==> src/rtl/chg_guard_pkg.sv <==
package chg_guard_pkg;
  localparam int HOLD_W      = 7;
  localparam int HB_NOPWR    = 0;
  localparam int HB_BLANK    = 1;
  localparam int HB_INOVP    = 2;
  localparam int HB_BATOVP   = 3;
  localparam int HB_HOT      = 4;
  localparam int HB_REVLOCK  = 5;
  localparam int HB_LATCHED  = 6;

  localparam int NFLAGS      = 5;
  localparam int FL_PG       = 0;
  localparam int FL_INOVP    = 1;
  localparam int FL_BATOVP   = 2;
  localparam int FL_HOT      = 3;
  localparam int FL_REV      = 4;

  typedef logic [HOLD_W-1:0] hold_t;
endpackage

==> src/rtl/cg_sync2.sv <==
module cg_sync2 #(
  parameter int W = 1
) (
  input  logic         clk,
  input  logic         rst_n,
  input  logic [W-1:0] d,
  output logic [W-1:0] q
);
  logic [W-1:0] meta_q;
  logic [W-1:0] stab_q;

  generate
    for (genvar i = 0; i < W; i++) begin : g_bit
      always_ff @(posedge clk or negedge rst_n) begin
        if (!rst_n) begin
          meta_q[i] <= 1'b0;
          stab_q[i] <= 1'b0;
        end else begin
          meta_q[i] <= d[i];
          stab_q[i] <= meta_q[i];
        end
      end
    end
  endgenerate

  assign q = stab_q;
endmodule

==> src/rtl/cg_tick_timer.sv <==
module cg_tick_timer #(
  parameter int LIMIT         = 8,
  parameter bit FULL_AT_RESET = 1'b0
) (
  input  logic clk,
  input  logic rst_n,
  input  logic tick,
  input  logic load_full,
  input  logic clr,
  output logic done,
  output logic last_step
);
  localparam int TW = $clog2(LIMIT + 1);
  localparam logic [TW-1:0] FULL = TW'(LIMIT);
  localparam logic [TW-1:0] PENU = TW'(LIMIT - 1);

  logic [TW-1:0] cnt_q;
  logic [TW-1:0] cnt_d;
  logic          cnt_en;

  always_comb begin
    cnt_en = 1'b0;
    cnt_d  = cnt_q;
    if (load_full) begin
      cnt_en = 1'b1;
      cnt_d  = FULL;
    end else if (clr) begin
      cnt_en = 1'b1;
      cnt_d  = '0;
    end else if (tick && (cnt_q != FULL)) begin
      cnt_en = 1'b1;
      cnt_d  = cnt_q + 1'b1;
    end
  end

  always_ff @(posedge clk or negedge rst_n) begin
    if (!rst_n) begin
      cnt_q <= FULL_AT_RESET ? FULL : '0;
    end else if (cnt_en) begin
      cnt_q <= cnt_d;
    end
  end

  assign done      = (cnt_q == FULL);
  assign last_step = tick && !clr && !load_full && (cnt_q == PENU);
endmodule

==> src/rtl/cg_evt_count.sv <==
module cg_evt_count #(
  parameter int MAX = 16,
  parameter int W   = $clog2(MAX + 1)
) (
  input  logic         clk,
  input  logic         rst_n,
  input  logic         clr,
  input  logic         inc,
  output logic [W-1:0] cnt,
  output logic         full
);
  localparam logic [W-1:0] TOP = W'(MAX);

  logic [W-1:0] cnt_q;
  logic [W-1:0] cnt_d;
  logic         cnt_en;

  always_comb begin
    cnt_en = 1'b0;
    cnt_d  = cnt_q;
    if (clr) begin
      cnt_en = 1'b1;
      cnt_d  = '0;
    end else if (inc && (cnt_q != TOP)) begin
      cnt_en = 1'b1;
      cnt_d  = cnt_q + 1'b1;
    end
  end

  always_ff @(posedge clk or negedge rst_n) begin
    if (!rst_n) begin
      cnt_q <= '0;
    end else if (cnt_en) begin
      cnt_q <= cnt_d;
    end
  end

  assign cnt  = cnt_q;
  assign full = (cnt_q == TOP);
endmodule

==> src/rtl/chg_guard_seq.sv <==
module chg_guard_seq
  import chg_guard_pkg::*;
#(
  parameter int POR_TICKS    = 8000,
  parameter int RECOV_TICKS  = 8000,
  parameter int BOVP_TICKS   = 176,
  parameter int LATCH_EVENTS = 16,
  parameter int CNT_W        = $clog2(LATCH_EVENTS + 1)
) (
  input  logic              clk,
  input  logic              rst_n,
  input  logic              tick_us,
  input  logic              pwr_good_a,
  input  logic              in_ovp_a,
  input  logic              bat_ovp_a,
  input  logic              over_temp_a,
  input  logic              rev_lock_a,
  input  logic              host_req,
  output logic              gate_en,
  output logic [CNT_W-1:0]  fault_count,
  output logic              latched_off,
  output logic [HOLD_W-1:0] hold_mask
);
  logic [NFLAGS-1:0] flags_raw;
  logic [NFLAGS-1:0] flags_s;
  logic pg_s, iov_s, bov_s, hot_s, rev_s;

  assign flags_raw[FL_PG]     = pwr_good_a;
  assign flags_raw[FL_INOVP]  = in_ovp_a;
  assign flags_raw[FL_BATOVP] = bat_ovp_a;
  assign flags_raw[FL_HOT]    = over_temp_a;
  assign flags_raw[FL_REV]    = rev_lock_a;

  cg_sync2 #(.W(NFLAGS)) u_sync (
    .clk  (clk),
    .rst_n(rst_n),
    .d    (flags_raw),
    .q    (flags_s)
  );

  assign pg_s  = flags_s[FL_PG];
  assign iov_s = flags_s[FL_INOVP];
  assign bov_s = flags_s[FL_BATOVP];
  assign hot_s = flags_s[FL_HOT];
  assign rev_s = flags_s[FL_REV];

  logic blank_done, blank_last;
  logic recov_done, recov_last;
  logic bov_done,   bov_last;
  logic cnt_full;
  logic [CNT_W-1:0] cnt_val;

  // Power-on blanking: counts up while power is good, cleared on loss.
  cg_tick_timer #(.LIMIT(POR_TICKS), .FULL_AT_RESET(1'b0)) u_blank (
    .clk      (clk),
    .rst_n    (rst_n),
    .tick     (tick_us),
    .load_full(1'b0),
    .clr      (!pg_s),
    .done     (blank_done),
    .last_step(blank_last)
  );

  // Over-voltage recovery: zeroed while the flag is high, preset on power loss
  // so that only the blanking window applies after power-up.
  cg_tick_timer #(.LIMIT(RECOV_TICKS), .FULL_AT_RESET(1'b1)) u_recov (
    .clk      (clk),
    .rst_n    (rst_n),
    .tick     (tick_us),
    .load_full(!pg_s),
    .clr      (iov_s),
    .done     (recov_done),
    .last_step(recov_last)
  );

  // Battery over-voltage persistence window.
  cg_tick_timer #(.LIMIT(BOVP_TICKS), .FULL_AT_RESET(1'b0)) u_bovp (
    .clk      (clk),
    .rst_n    (rst_n),
    .tick     (tick_us),
    .load_full(1'b0),
    .clr      (!pg_s || !bov_s),
    .done     (bov_done),
    .last_step(bov_last)
  );

  // Accepted events: one per completed persistence window.
  cg_evt_count #(.MAX(LATCH_EVENTS), .W(CNT_W)) u_evt (
    .clk  (clk),
    .rst_n(rst_n),
    .clr  (!pg_s),
    .inc  (bov_last),
    .cnt  (cnt_val),
    .full (cnt_full)
  );

  hold_t hold_d;
  hold_t hold_q;
  logic  gate_d;
  logic  gate_q;

  always_comb begin
    hold_d             = '0;
    hold_d[HB_NOPWR]   = !pg_s;
    hold_d[HB_BLANK]   = pg_s && !blank_done;
    hold_d[HB_INOVP]   = pg_s && (iov_s || !recov_done);
    hold_d[HB_BATOVP]  = pg_s && bov_done;
    hold_d[HB_HOT]     = hot_s;
    hold_d[HB_REVLOCK] = rev_s;
    hold_d[HB_LATCHED] = cnt_full;
    gate_d             = host_req && (hold_d == '0);
  end

  always_ff @(posedge clk or negedge rst_n) begin
    if (!rst_n) begin
      hold_q <= hold_t'(1 << HB_NOPWR);
      gate_q <= 1'b0;
    end else begin
      hold_q <= hold_d;
      gate_q <= gate_d;
    end
  end

  assign gate_en     = gate_q;
  assign hold_mask   = hold_q;
  assign fault_count = cnt_val;
  assign latched_off = cnt_full;

  logic unused_ok;
  assign unused_ok = blank_last ^ recov_last;
endmodule

==> config.mk <==
export PLATFORM = sky130hd
export DESIGN_NAME = chg_guard_seq
export DESIGN_NICKNAME = d
export VERILOG_FILES = /design/src/rtl/chg_guard_pkg.sv /design/src/rtl/cg_sync2.sv /design/src/rtl/cg_tick_timer.sv /design/src/rtl/cg_evt_count.sv /design/src/rtl/chg_guard_seq.sv
export SDC_FILE = /design/constraint.sdc
export NUM_CORES = 1
export LEC_CHECK = 0
export BUFFER_PORTS_ARGS = -buffer_cell sky130_fd_sc_hd__buf_4
export CAP_MARGIN = 20
export CORE_MARGIN = 2
export CORE_UTILIZATION = 53
export CTS_CLUSTER_SIZE = 20
export DETAILED_ROUTE_END_ITERATION = 16
export PLACE_DENSITY = 0.82
export SETUP_SLACK_MARGIN = 0.3
export SLEW_MARGIN = 10
export SYNTH_ARGS = -nofsm -noshare
export SYNTH_HDL_FRONTEND = slang
export SYNTH_SLANG_ARGS = --single-unit
==> constraint.sdc <==
create_clock -name clk -period 1.8 [get_ports clk]
set_clock_uncertainty 0.15 [all_clocks]
set_input_delay 0.18 -clock clk [delete_from_list [all_inputs] [get_ports clk]]
set_output_delay 0.18 -clock clk [all_outputs]
set_load 0.005 [all_outputs]
# Yosys cells after proc, flatten, opt, wreduce, memory -nomap -nowiden
# Cells that the tools add are included.
[classes] n_addsub=4 n_eq_ne=12 muxes=18 reduce_logical=23
[ops] op="13-bit two-way mux" n=5
[ops] op="13-bit by 1-bit adder with 13-bit output (second input constant)" n=2
[ops] op="13-bit equality test (second input constant)" n=2
[ops] op="13-bit != test (second input constant)" n=2
[ops] op="8-bit equality test (second input constant)" n=2
[ops] op="8-bit two-way mux" n=2
[ops] op="1-bit logical AND" n=10
[ops] op="5-bit two-way mux" n=2
[ops] op="1-bit two-way mux" n=9
[ops] op="8-bit by 1-bit adder with 8-bit output (second input constant)" n=1
[ops] op="8-bit != test (second input constant)" n=1
[ops] op="2-bit AND reduction" n=4
[ops] op="7-bit logical NOT" n=1
[ops] op="5-bit by 1-bit adder with 5-bit output (second input constant)" n=1
[ops] op="5-bit equality test (second input constant)" n=1
[ops] op="1-bit logical NOT" n=5
[ops] op="5-bit != test (second input constant)" n=1
[ops] op="2-bit by 1-bit != test with 1-bit output (second input constant)" n=2
[ops] op="3-bit by 1-bit != test with 1-bit output (second input constant)" n=1
[ops] op="1-bit logical OR" n=2
[ops] op="2-bit nonzero test" n=1
[totals] reg_bits=57 inputBits=9 wordCells=73

# Logic depth before layout (Yosys ltp)
# Gate-level depths: netlist of run 1.
[depth] depth_word=9 mapped_depth=6

# Hierarchy
# Synthesis of run 1 repeated with hierarchy kept, for this count alone.
[hier_totals] hier_cells=255 hier_area_um2=2776.4
[by_module_without_submodules] module="cg_tick_timer (u_recov)" instances=1 cells_per_inst=77 area_each_um2=755.7 seq_area_each_um2=332.8
[by_module_without_submodules] module="cg_tick_timer (u_blank)" instances=1 cells_per_inst=72 area_each_um2=735.7 seq_area_each_um2=325.3
[by_module_without_submodules] module="cg_tick_timer (u_bovp)" instances=1 cells_per_inst=51 area_each_um2=476.7 seq_area_each_um2=200.2
[by_module_without_submodules] module="cg_evt_count" instances=1 cells_per_inst=27 area_each_um2=292.8 seq_area_each_um2=125.1
[by_module_without_submodules] module="chg_guard_seq" instances=1 cells_per_inst=18 area_each_um2=265.3 seq_area_each_um2=201.4
[by_module_without_submodules] module="cg_sync2" instances=1 cells_per_inst=10 area_each_um2=250.2 seq_area_each_um2=250.2

# Worst setup path before layout of run 1
# OpenSTA, ideal clock, no wires.
[synth_path] path_type="reg-to-reg" startpoint="register u_blank.cnt_q[0]" endpoint="register gate_q, in the netlist gate_en" t_arrival_ns=1.685 required_time_ns=1.554 slack_ns=-0.130 stages_incl_launch_ff=6 n_path_buf=0 path_cell_list="dfrtp_1 -> inv_1 -> ha_1 -> or4bb_1 -> or3_4 -> nor4_2"
[synth_via] elab_chain_len=5
[synth_rtl] item="start, declared" line_no="cg_tick_timer.sv:17" text="logic [TW-1:0] cnt_q;"
[synth_rtl] item="start signal, assigned" line_no="cg_tick_timer.sv:38" text="cnt_q <= FULL_AT_RESET ? FULL : '0;"
[synth_rtl] item="start signal, assigned" line_no="cg_tick_timer.sv:40" text="cnt_q <= cnt_d;"
[synth_rtl] item="13-bit equality test" line_no="cg_tick_timer.sv:44" text="assign done = (cnt_q == FULL);"
[synth_rtl] item="1-bit logical NOT" line_no="chg_guard_seq.sv:105" text="hold_d[HB_BLANK] = pg_s && !blank_done;"
[synth_rtl] item="1-bit logical AND" line_no="chg_guard_seq.sv:105"
[synth_rtl] item="7-bit logical NOT" line_no="chg_guard_seq.sv:111" text="gate_d = host_req && (hold_d == '0);"
[synth_rtl] item="1-bit logical AND" line_no="chg_guard_seq.sv:111"
[synth_rtl] item="via gate_d" line_no="chg_guard_seq.sv:99" text="logic gate_d;"
[synth_rtl] item="end signal, assigned" line_no="chg_guard_seq.sv:120" text="gate_q <= gate_d;"
[synth_rtl] item="end, declared" line_no="chg_guard_seq.sv:100" text="logic gate_q;"
# The timed path passes the listed nets, and every way through them passes these cells.
# A chain may end at the register's enable or synchronous reset.

# Final worst setup path of run 1
[layout_path] startpoint="register u_blank.cnt_q[0]" endpoint="register hold_q[1], in the netlist hold_mask[1]"
[layout_via] elab_chain_len=3
[layout_rtl] item="13-bit equality test" line_no="cg_tick_timer.sv:44"
[layout_rtl] item="1-bit logical NOT" line_no="chg_guard_seq.sv:105"
[layout_rtl] item="1-bit logical AND" line_no="chg_guard_seq.sv:105"
[layout_rtl] item="via hold_d[1]" line_no="chg_guard_seq.sv:97" text="hold_t hold_d;"
[layout_rtl] item="end signal, assigned" line_no="chg_guard_seq.sv:116" text="hold_q <= hold_t'(1 << HB_NOPWR);"
[layout_rtl] item="end signal, assigned" line_no="chg_guard_seq.sv:119" text="hold_q <= hold_d;"
[layout_rtl] item="end, declared" line_no="chg_guard_seq.sv:98" text="hold_t hold_q;"
# The timed path passes the listed nets, and every way through them passes these cells.

==> results of run 1 <==
-- flip-flops by register name (all words and copies together), names as in the netlist --
register       cells
u_sync.q           5
gate_en            1
u_blank.cnt_q     13
hold_mask          7
u_recov.cnt_q     13
u_bovp.cnt_q       8
u_sync.meta_q      5
u_evt.cnt          5
-- worst min-delay path, stage by stage --
cell and delay [ns]:
buf_4 0.14, inv_1 0.16, o41ai_2 0.11
-- what timing repair did --
action	in CTS	in global routing
pin swaps	19	21
hold buffers	7	0
gates cloned	0	0
hold endpoints to repair	56	0
gates resized for setup	41	47
setup endpoints to repair	28	35
setup buffers	10	10
-- final cells by class --
class / count / share of cell area
multi-input cells: 164 / 0.370
repair buffers: 69 / 0.159
flip-flops and latches: 57 / 0.376
well taps: 67 / 0.0219
clock inverters: 6 / 0.0235
inverters: 13 / 0.0141
clock buffers: 10 / 0.0360
-- power by group --
group / switching [mW] / internal [mW]
Combinational: 0.125 / 0.116
Sequential: 0.0287 / 1.32
Clock: 0.557 / 0.821
-- path summary, 6_finish.rpt --
check,cells after the start,slack (ns),end
min in group asynchronous,2,0.27,u_recov.cnt_q[0]
max reg2reg,5,-0.16,hold_mask[1]
max,5,-0.16,hold_mask[1]
min reg2reg,0,0.20,u_sync.q[0]
min,3,0.15,u_bovp.cnt_q[7]
max in group asynchronous,2,0.74,u_recov.cnt_q[3]
-- through the flow --
| step | util | power [mW] | worst slack (ns) | hold slack (ns) | std cells |
|---|---|---|---|---|---|
| after floorplan | - | 1.44 | -0.0305 | -0.266 | 243 |
| final | 0.805 | 2.97 | -0.162 | 0.147 | 386 |
| after CTS | 0.753 | 2.94 | -0.138 | 0.114 | 376 |
| after global routing | 0.805 | 3.07 | -0.191 | 0.139 | 386 |
| after global placement | 0.641 | 1.53 | -0.0306 | 0.117 | 343 |
| after detailed placement | 0.641 | 1.53 | -0.112 | 0.125 | 343 |
-- cell families after synthesis --
group                      count (synthesis)  synth area share
DFF                                       57             0.543
xor gates and xnor gates                  26            0.0862
muxes                                      9            0.0346
and+or+nand+nor                          103             0.223
buffers and inverters                     22            0.0341
adders and majority gates                  8            0.0379
AOI/OAI and AO/OA                         18            0.0417
-- synth_stat cells (all sizes together), types with 5 or more instances --
library cell  number  share of area
o21ai              9          0.017
inv               13          0.018
nand3             11          0.021
and4               5          0.017
clkbuf             7         0.0099
dfrtp             50           0.47
nand4             13          0.031
nor2              30          0.043
mux2i              8          0.030
nand2b             6          0.014
xnor2              8          0.027
ha                 8          0.038
nand2             16          0.023
xor2              18          0.060
dfstp              7          0.070
-- routing by layer --
metal | vias to the layer above | wire (µm)
li1 | 981 | -
met1 | 1150 | 3000
met2 | 76 | 3880
met3 | 34 | 366
met4 | 0 | 363
met5 | - | 0
==> impl_results.md, run 1 <==
- Status: complete, but fails checks
- Failing checks: negative setup slack
- CTS H-tree depth: 3
- Register area: 1440 µm²
- Die area: 5570 µm²
- Clock Sinks: 57
- Primary FF master, synth: dfrtp_1
- Final wirelength: 7.61 mm
- Core region area: 4750 µm²
- Initial Util: 0.556
- Met3 Use GR: 0.0857
- DRC violation count after routing: 0
- Vias in the first global route: 2,174
- Fin crit share: 1.09
- Reg2Reg Launch Point: u_blank.cnt_q[0]
- Worst-path fanout max: 4
- Max Cap Viol: 0
- CTS clock-pin slew for the worst setup and hold paths: 0.07 ns
- Synthesized flop and latch total: 57
- Hold path start: tick_us
- Num CTS Buffers: 9
- Die X: 74.6 µm
- Critical path required time: 1.89 ns
- Slowest stage delay, CP: 0.47 ns
- Fin crit period: 1.96 ns
- Largest net degree at the start of global routing: 58
- Mapped Cells: 243
- Commonest non-fill, non-tap cells in the layout: dfrtp_1 (48), buf_4 (45), nor2_1 (28)
- Final Max Tran Viols: 0
- Seq/Total Area, Yosys: 0.543
- FFs w/ async S/R, synth: 1.00
- I/O pins: 23
- CP Launch Point: u_blank.cnt_q[0]
- DRT iter0 DRCs: 212
- WS Path Type: reg2reg
- DPL Wire Length: 3.72 mm
- Setup TNS: -0.636 ns
- Worst-margin pin slew: 0.716 ns
- Endpoints failing hold: 0
- Final #Nets: 331
- GRT met1 Usage: 0.334
- Mapped cell area: 2640 µm²
- Die height: 74.6 µm
- Gr usage total: 0.267
- Crit path max-delay family: simple AND/OR/NAND/NOR gates
- Crit. End Element: flip-flop
- Antenna cells: 0
- Worst relative slew slack: 0.523
- Final antenna-violating net count: 0
- Setup violations, final: 6
- Syn nets: 260
- Syn_area_per_cell: 10.9 µm²
- Clock buffer depth: 2
- Number of buffers added on ports: 22
- GRT overflow: 0
- Final worst setup slack: -0.162 ns
- Routed vias/inst: 5.81
- Grt peak-use layer: met2
- RSZ-0062 raised after global routing: true
- Area grow syn2layout: 44.8%
- Met2 Usage GRT: 0.424
- Root buffer cell: clkbuf_8
- Cell Chain, Critical Path: inv_2, ha_4, or4bb_4, or3_4, and2_4
- Hold Crit Class: in2reg
- Critical path's slowest cell: or4bb_4
- Skew-Pair Late Insertion Delay: 0.35 ns
- PD cells: 777 nW/µm²
- Most common cell after layout, fill and taps aside: dfrtp_1
- Area occupied by multi-input gates: 1420 µm²
- Core Rows: 25
- GPL Wtd Cong: 0.878
- Post-synth EDFFs: 0
- Worst VDD drop: 0.000693 V
- First-pass GRT wire length: 10.7 mm
- DR pass1 iterations: 5
- CTS tree: built
- Design area: 3830 µm²
- Worst setup SP type: flip-flop
- Synth unique cells: 39
- Fillers: 248
- Layout cells sized above 1: 0.451
- Worst Path Arrival: 2.05 ns
- Ys Warns: 0
- F_max: 0.510 GHz
- Via count: 2,241
- DR WL/cell: 19.7 µm
- Initial antenna violation count: 0
- Static Leak: 1.68 nW
- Worst Path Buf+Inv: 1
- DP Area: 3050 µm²
(Power assumes the default switching activity.)
==> run 2: changes to the inputs <==
Settings changed: CORE_MARGIN 2 to 3, CORE_UTILIZATION 53 to 60, PLACE_DENSITY 0.82 to 0.8.
Clock period 1.8 ns to 2.48 ns, I/O delays scaled along.
==> impl_results.md, run 2 (synthesis results as in run 1) <==
- Status: finished, final reports clean
- # Post-CTS Setup Buffers: 0 (-10)
- Crit. End Element: flip-flop
- Clock buffer depth: 2 (unchanged)
- Root buffer cell: clkbuf_8
- Switching Share: 0.226 (-0.0133)
- Routed vias/inst: 5.94 (+2.3%)
- Core region area: 4120 µm² (-13%)
- Final worst setup slack: 0.388 ns (+0.550 ns)
- Area grow syn2layout: 17.9%
- Internal cell power: 1.56 mW (-31%)
- Fin crit period: 2.09 ns (+0.130 ns)
- RSZ-0062 raised after global routing: true
- Via count: 1,954 (-13%)
- CTS clock-pin slew for the worst setup and hold paths: 0.07 ns (about the same)
- Setup WS pre-CTS: 0.448 ns (+0.561 ns)
- Setup violations, final: 0 (-6)
- Number of buffers added on ports: 22 (unchanged)
- DR WL/cell: 17.3 µm (-12%)
- DR pass1 iterations: 4 (-1)
- WHS: 0.0229 ns (-0.124 ns)
- Final Max Tran Viols: 0 (unchanged)
- Die height: 72.4 µm (-3.0%)
- Commonest non-fill, non-tap cells in the layout: dfrtp_1 (50), nor2_1 (30), buf_4 (23)
- Worst relative slew slack: 0.533 (+0.0103)
- Largest regs: u_blank.cnt_q x13, u_recov.cnt_q x13, u_bovp.cnt_q x8
- Worst-margin pin slew: 0.700 ns (-0.0154 ns)
- Combinational share of power: 0.053 (-0.028)
- Critical path required time: 2.53 ns (+0.64 ns)
- Final wirelength: 5.69 mm (-25%)
- Largest net degree at the start of global routing: 58 (unchanged)
- Core Rows: 23 (-8.0%)
- CTS H-tree depth: 3 (unchanged)
- GPL Wtd Cong: 0.834 (-5.0%)
- Final #Nets: 291 (-12%)
- DRC violation count after routing: 0 (unchanged)
- Initial antenna violation count: 0 (unchanged)
- Max Cap Viol: 0 (unchanged)
- Worst VDD drop: 0.000542 V (-22%)
- Worst setup SP type: flip-flop
- Final Util: 0.757 (-0.0477)
- DPL Wire Length: 3.41 mm (-8.2%)
- Setup TNS: 0 ns (+0.636 ns)
- Clock share of power: 0.461 (-0.003)
- GRT overflow: 0 (unchanged)
- Num CTS Buffers: 9 (unchanged)
- Worst-path fanout max: 4 (unchanged)
- WS Path Type: reg2reg
- Fillers: 271 (+9.3%)
- Worst Path Arrival: 2.14 ns (+0.09 ns)
- Share of power burned in registers: 0.486 (+0.031)
- Power Total: 2.02 mW (-32%)
- Vias in the first global route: 2,005 (-7.8%)
- Final antenna-violating net count: 0 (unchanged)
- F_max: 0.478 GHz (-6.2%)
- Area occupied by multi-input gates: 1130 µm² (-20%)
- Endpoints failing hold: 0 (unchanged)
- Layout cells sized above 1: 0.186 (-0.265)
- Fin crit share: 0.843 (-0.246)
- CTS tree: built
- Skew-Pair Late Insertion Delay: 0.34 ns (about the same)
- PD cells: 649 nW/µm² (-16%)
- Die area: 5240 µm² (-5.9%)
- Psw: 0.457 mW (-36%)
- Register area: 1440 µm² (-0.17%)
- Most common cell after layout, fill and taps aside: dfrtp_1
- Clock Sinks: 57 (unchanged)
- Gr usage total: 0.241 (-0.0261)
- I/O pins: 23 (unchanged)
- First-pass GRT wire length: 9.39 mm (-12%)
- Static Leak: 1.39 nW (-17%)
- DRT iter0 DRCs: 146 (-31%)
- Initial Util: 0.642 (+0.0864)
- Die X: 72.4 µm (-3.0%)
- Antenna cells: 0 (unchanged)
- Hold Crit Class: in2reg
run 2: cell types whose count changed in the layout (fill, tap and decap cells not counted), sizes merged:
cell | previous run | this run
buf | 62 | 23
clkinv | 2 | 3
dlygate4sd3 | 7 | 6
inv | 14 | 13
run 2: power by group through the flow:
stage / clock [mW] / combinational, mW / sequential, mW
2_1_floorplan: 0 / 0.0514 / 0.991
3_3_place_gp: 0 / 0.0959 / 0.995
3_5_place_dp: 0 / 0.0985 / 0.997
4_1_cts: 0.947 / 0.107 / 0.981
5_1_grt: 0.985 / 0.123 / 0.985
6_report: 0.932 / 0.107 / 0.982
run 2: metal layers:
| metal | GRT usage | up-vias | wire [µm] | part of all wire |
|---|---|---|---|---|
| li1 | - | 896 | - | - |
| met1 | 0.314 | 988 | 2510 | 0.44 |
| met2 | 0.358 | 58 | 2820 | 0.50 |
| met3 | 0.0970 | 12 | 279 | 0.049 |
| met4 | 0.102 | 0 | 87 | 0.015 |
| met5 | 0 | - | 0 | 0 |
run 2: final timing paths:
kind,endpoint,cells past startpoint,start,slack [ns]
max in group asynchronous,u_evt.cnt[4],2,rst_n,1.36
min in group asynchronous,u_bovp.cnt_q[0],2,rst_n,0.34
setup reg to reg,u_blank.cnt_q[1],6,u_blank.cnt_q[0],0.39
hold reg to reg,u_sync.q[0],0,u_sync.meta_q[0],0.20
hold / removal,gate_en,3,host_req,0.02
setup / recovery,u_blank.cnt_q[1],6,u_blank.cnt_q[0],0.39
run 2: repair_timing:
item | CTS | global route
setup endpoints to repair | 0 | 1
hold buffers | 6 | 0
gates resized for setup | 0 | 1
endpoints found under the hold margin | 55 | 0
run 2: critical path, stage by stage (launching register included):
cell and delay (ns):
dfrtp_1 0.42, inv_1 0.11, ha_1 0.14, or4bb_1 0.55
or3_4 0.43, nand3_1 0.10, a21oi_1 0.06
run 2: cell type report:
cell class,count,area share
inverter,13,0.0157
clock inverter,6,0.0265
clock buffer,10,0.0410
multi-input combinational,164,0.361
timing repair buffer,29,0.0747
tap,50,0.0201
sequential,57,0.461
run 2: metrics by stage:
stage / instances / area [µm²]
global placement: 307 / 2840
global route: 329 / 3120
detailed placement: 307 / 2840
finish: 329 / 3120
floorplan: 243 / 2640
CTS: 329 / 3110
